`config.mk`:
```
export PLATFORM = sky130hd
export DESIGN_NAME = serdac_front
export DESIGN_NICKNAME = d
export VERILOG_FILES = /design/src/rtl/serdac_front.sv
export SDC_FILE = /design/constraint.sdc
export NUM_CORES = 1
export LEC_CHECK = 0
export ABC_AREA = 1
export CORE_MARGIN = 4
export CORE_UTILIZATION = 45
export DETAILED_ROUTE_END_ITERATION = 6
export GPL_TIMING_DRIVEN = 1
export PLACE_DENSITY = 0.75
export SETUP_SLACK_MARGIN = 0.5
export SYNTH_ARGS = -nofsm -noshare
export SYNTH_HDL_FRONTEND = slang
export SYNTH_SLANG_ARGS = --single-unit
```
`constraint.sdc`:
```
create_clock -name clk -period 1.6 [get_ports clk]
set_input_delay 0.24 -clock clk [delete_from_list [all_inputs] [get_ports clk]]
set_output_delay 0.24 -clock clk [all_outputs]
set_load 0.03 [all_outputs]
```
`src/rtl/serdac_front.sv`:
```
module serdac_front #(
  parameter int RES     = 16,
  parameter bit BIPOLAR = 1'b0
) (
  input  logic           clk,
  input  logic           rst_n,
  input  logic           clr_n,
  input  logic           cs_n,
  input  logic           sclk,
  input  logic           din,
  output logic [RES-1:0] code_o,
  output logic           upd_o,
  output logic           frame_err_o
);
  localparam int FW = 16;
  localparam int CW = $clog2(FW + 1);
  localparam logic [CW-1:0] FULL = CW'(FW);
  localparam logic [RES-1:0] RST_CODE = BIPOLAR ? {1'b1, {(RES-1){1'b0}}} : '0;

  logic          sclk_q, cs_q;
  logic [FW-1:0] sh;
  logic [CW-1:0] cnt;

  wire shift_en = sclk & ~sclk_q & ~cs_n;
  wire cs_fall  = ~cs_n & cs_q;
  wire cs_rise  = cs_n & ~cs_q;
  wire latch_rst_n = rst_n & clr_n;

  always_ff @(posedge clk or negedge rst_n) begin
    if (!rst_n) begin
      sclk_q <= 1'b1;
      cs_q   <= 1'b1;
    end else begin
      sclk_q <= sclk;
      cs_q   <= cs_n;
    end
  end

  always_ff @(posedge clk or negedge rst_n) begin
    if (!rst_n)        sh <= '0;
    else if (shift_en) sh <= {sh[FW-2:0], din};
  end

  always_ff @(posedge clk or negedge rst_n) begin
    if (!rst_n)                        cnt <= '0;
    else if (cs_fall)                  cnt <= shift_en ? CW'(1) : '0;
    else if (shift_en && cnt != FULL)  cnt <= cnt + 1'b1;
  end

  always_ff @(posedge clk or negedge latch_rst_n) begin
    if (!latch_rst_n)  code_o <= RST_CODE;
    else if (cs_rise)  code_o <= sh[FW-1 -: RES];
  end

  always_ff @(posedge clk or negedge rst_n) begin
    if (!rst_n) begin
      upd_o       <= 1'b0;
      frame_err_o <= 1'b0;
    end else begin
      upd_o <= cs_rise & clr_n;
      if (cs_rise) frame_err_o <= (cnt != FULL);
    end
  end

  p_hold_when_deselected_r2: assert property (@(posedge clk) disable iff (!rst_n)
    (cs_n && $past(cs_n)) |=> $stable(sh));

  p_count_saturates_r5: assert property (@(posedge clk) disable iff (!rst_n)
    cnt <= FULL);

  p_clear_forces_code_r8: assert property (@(posedge clk) disable iff (!rst_n)
    !clr_n |-> code_o == RST_CODE);

  p_clear_blocks_strobe_r9: assert property (@(posedge clk) disable iff (!rst_n)
    (!clr_n && cs_rise) |=> !upd_o);

  p_strobe_single_r10: assert property (@(posedge clk) disable iff (!rst_n)
    upd_o |=> !upd_o);

  p_code_changes_only_on_update_r3: assert property (@(posedge clk) disable iff (!rst_n)
    (clr_n && $past(clr_n) && !upd_o) |-> $stable(code_o));
endmodule

```
==> metrics <==
cell area power density=between 1000 and 1500 nW/um^2; grt ovf=0; CP Capture Type=flop; RSZ-0062 raised after global routing=yes; core area=approximately 3700 sq um; synthesized area per cell=9.747 sq um; Worst EP arrival=around 1.4 ns; height of the die=about 71 um; CTS H-tree lvls=2; final setup fails=0; initial drt markers=between 50 and 60; DR vias=1297; initial antenna violation count=0; largest net degree at the start of global routing=34; Clock Sinks=between 40 and 50; Mapped Nets=between 150 and 200; maximum clock insertion buffer count=2; clk_skew=about 0.0066 ns; post-route insts no fill=278; area grow syn2layout=36.74%; Synth Register Bits=between 40 and 50; Post-Place Worst Slack=0.01135 ns; vias in the first global route=about 1200; final core utilization=0.6492; Mapped Cells=~180; TNS Setup=0 ns; Post-DP Area=2042 sq um; CTS tree=yes; CP startpoint kind=flop; hold buffers post-CTS=0; slew margin rel.=0.8214; share of layout cells above drive strength 1=0.3696; mux cell area share after synthesis=0; row count=22; Layout Nets=~240; post-DR vias/cell=about 4.7; crit path max fanout=30; R2R Setup Slk=0.42 ns; die width=between 70 and 80 um; synthesized cell area=1764 sq um; WP data required=between 1.5 and 2 ns; GRT Util Overall=0.1444; Die ar.=around 5000 sq um; Slew Limit Fails=0; Final Hold Vio Count=0; critical path type=reg -> reg; first-pass GRT wire length=roughly 5.6 mm; 1st-pass router iterations=4; fmax=850.9 MHz; largest family of logic cells by synthesized area=simple AND/OR/NAND/NOR gates; Routed WL per cell=11.79 um; Synth Area in XOR/XNOR=0.004965; Post-DP HPWL=around 2.1 mm; total CTS buffers=5; GPL Wtd Cong=~0.74; sequential element share of the synthesized area=0.5830; Tcrit/Tclk final=0.7345; Worst-path clk slew=0.08 ns; Worst IR Drop VDD=slightly below 0.7 mV; Skew-Pair Late Insertion Delay=roughly 0.30 ns; Ys Warns=0; simple-gate area share of the yosys netlist=0.1844; initial core utilization=0.4747; Distinct cells, synth=21; max-cap viol count=0; root buf cell=clkbuf_8; Diodes inserted=0; Worst Slack Setup Final=roughly 0.42 ns; Leak Pwr=1.196 nW; minimum clock period after layout=~1.2 ns; hold crit path type=in -> reg; placed insts=250; Worst-Margin Slew=0.2676 ns; Fillers=301; Post-Synth Adder-Cell Area=0.01418; # DRC=0; Finished Cell Area=2412 sq um; PortBufs=23; Synth Area in Compound Gates=0.1227; Top Ports=24; run status=complete, no violations; routed wire length=approximately 3.3 mm; DRT antenna net count=0
cells in the final DEF (no fill, tap or decap), types with 2 or more instances in the layout:
cell             Yosys  layout
clkbuf_8             1       5
o21ai_0             17      17
nand2_4              0       2
dfrtp_1             39      37
inv_2                2       3
o21ai_2             15      15
clkdlybuf4s50_1      0       3
nand2_1             52      50
bufinv_16            0       2
nand3_1              7       7
dfstp_2              2       2
buf_6                3      20
nand2_2              2       2
nor2_1               4       3
dfrtp_2              0       2
buf_4                1      23
inv_1               22      20
nand4_1              4       4
synthesized netlist by cell type, drive strengths merged:
cell,n,area [sq um]
buf,7,56.30
clkbuf,1,13.76
dfrtp,39,975.9
dfstp,2,52.55
ha,2,25.02
inv,24,90.09
nand2,54,207.7
nand3,8,45.04
nand3b,1,7.510
nand4,4,25.02
nor2,5,21.27
nor3b,1,18.77
o21ai,32,216.5
xor2,1,8.760
worst paths after layout:
check,start,end,cells past startpoint
worst max-delay path,sclk_q,sh[12],4
worst min-delay path,sclk,sclk_q,1
worst max register to register,sclk_q,sh[12],4
worst min register to register,sh[5],sh[5],2
max in group asynchronous,rst_n,cs_q,2
min in group asynchronous,rst_n,sh[6],2
per-layer routing:
metal  global-route usage  up-vias  part of all wire
li1                     -      661                 -
met4              0.07307        0             0.023
met5                    0        -                 0
met1               0.1960      611              0.44
met3              0.04261        5             0.042
met2               0.2110       20              0.49
area by class of cell:
type,count,area (sq um),share of cell area
clock inverter,3,46.29,0.01919
timing repair buffer,49,469.2,0.1945
multi-input combinational,108,620.6,0.2573
inverter,24,116.4,0.04824
tap,48,60.06,0.02490
sequential,41,1031,0.4274
clock buffer,5,68.82,0.02853
metrics by stage:
stage / power [mW] / hold slack [ns]
floorplan: 1.873 / -0.05559
global placement: 2.157 / 0.4597
detailed placement: 2.180 / 0.4621
CTS: 3.125 / 0.2991
global route: 3.400 / 0.09208
finish: 3.197 / 0.1056
cell families (layout without fill, tap and decap cells):
kind of cell / count (synthesis) / count (layout)
fa+ha+maj: 2 / 2
buf+inv: 32 / 81
simple gates: 73 / 73
flops: 41 / 41
compound gates: 32 / 32
xor+xnor: 1 / 1
sequential cells by signal (all words and copies together) (netlist names):
| name | cells |
|---|---|
| cnt | 5 |
| cs_q | 1 |
| frame_err_o | 1 |
| sh | 16 |
| sclk_q | 1 |
| upd_o | 1 |
| code_o | 16 |
report_power, final:
group | internal, mW | switching (mW) | total, mW
combinational | 0.470 | 0.512 | 0.982
sequential | 1.24 | 0.136 | 1.38
clock | 0.467 | 0.368 | 0.834
total | 2.18 | 1.02 | 3.20
worst max-delay path: stages, from the launching register on:
cell and delay, ns:
dfstp_2 0.56, nand3b_1 0.19, buf_12 0.19, nand2_1 0.07, o21ai_0 0.08
timing repair:
item	4_1_cts	5_1_grt
cloned	0	0
gates resized for setup	130	22
endpoints found under the setup margin	56	56
endpoints found under the hold margin	0	0
buffers inserted	13	7
pin swaps	3	2
Power figures use the tool's default switching activity.
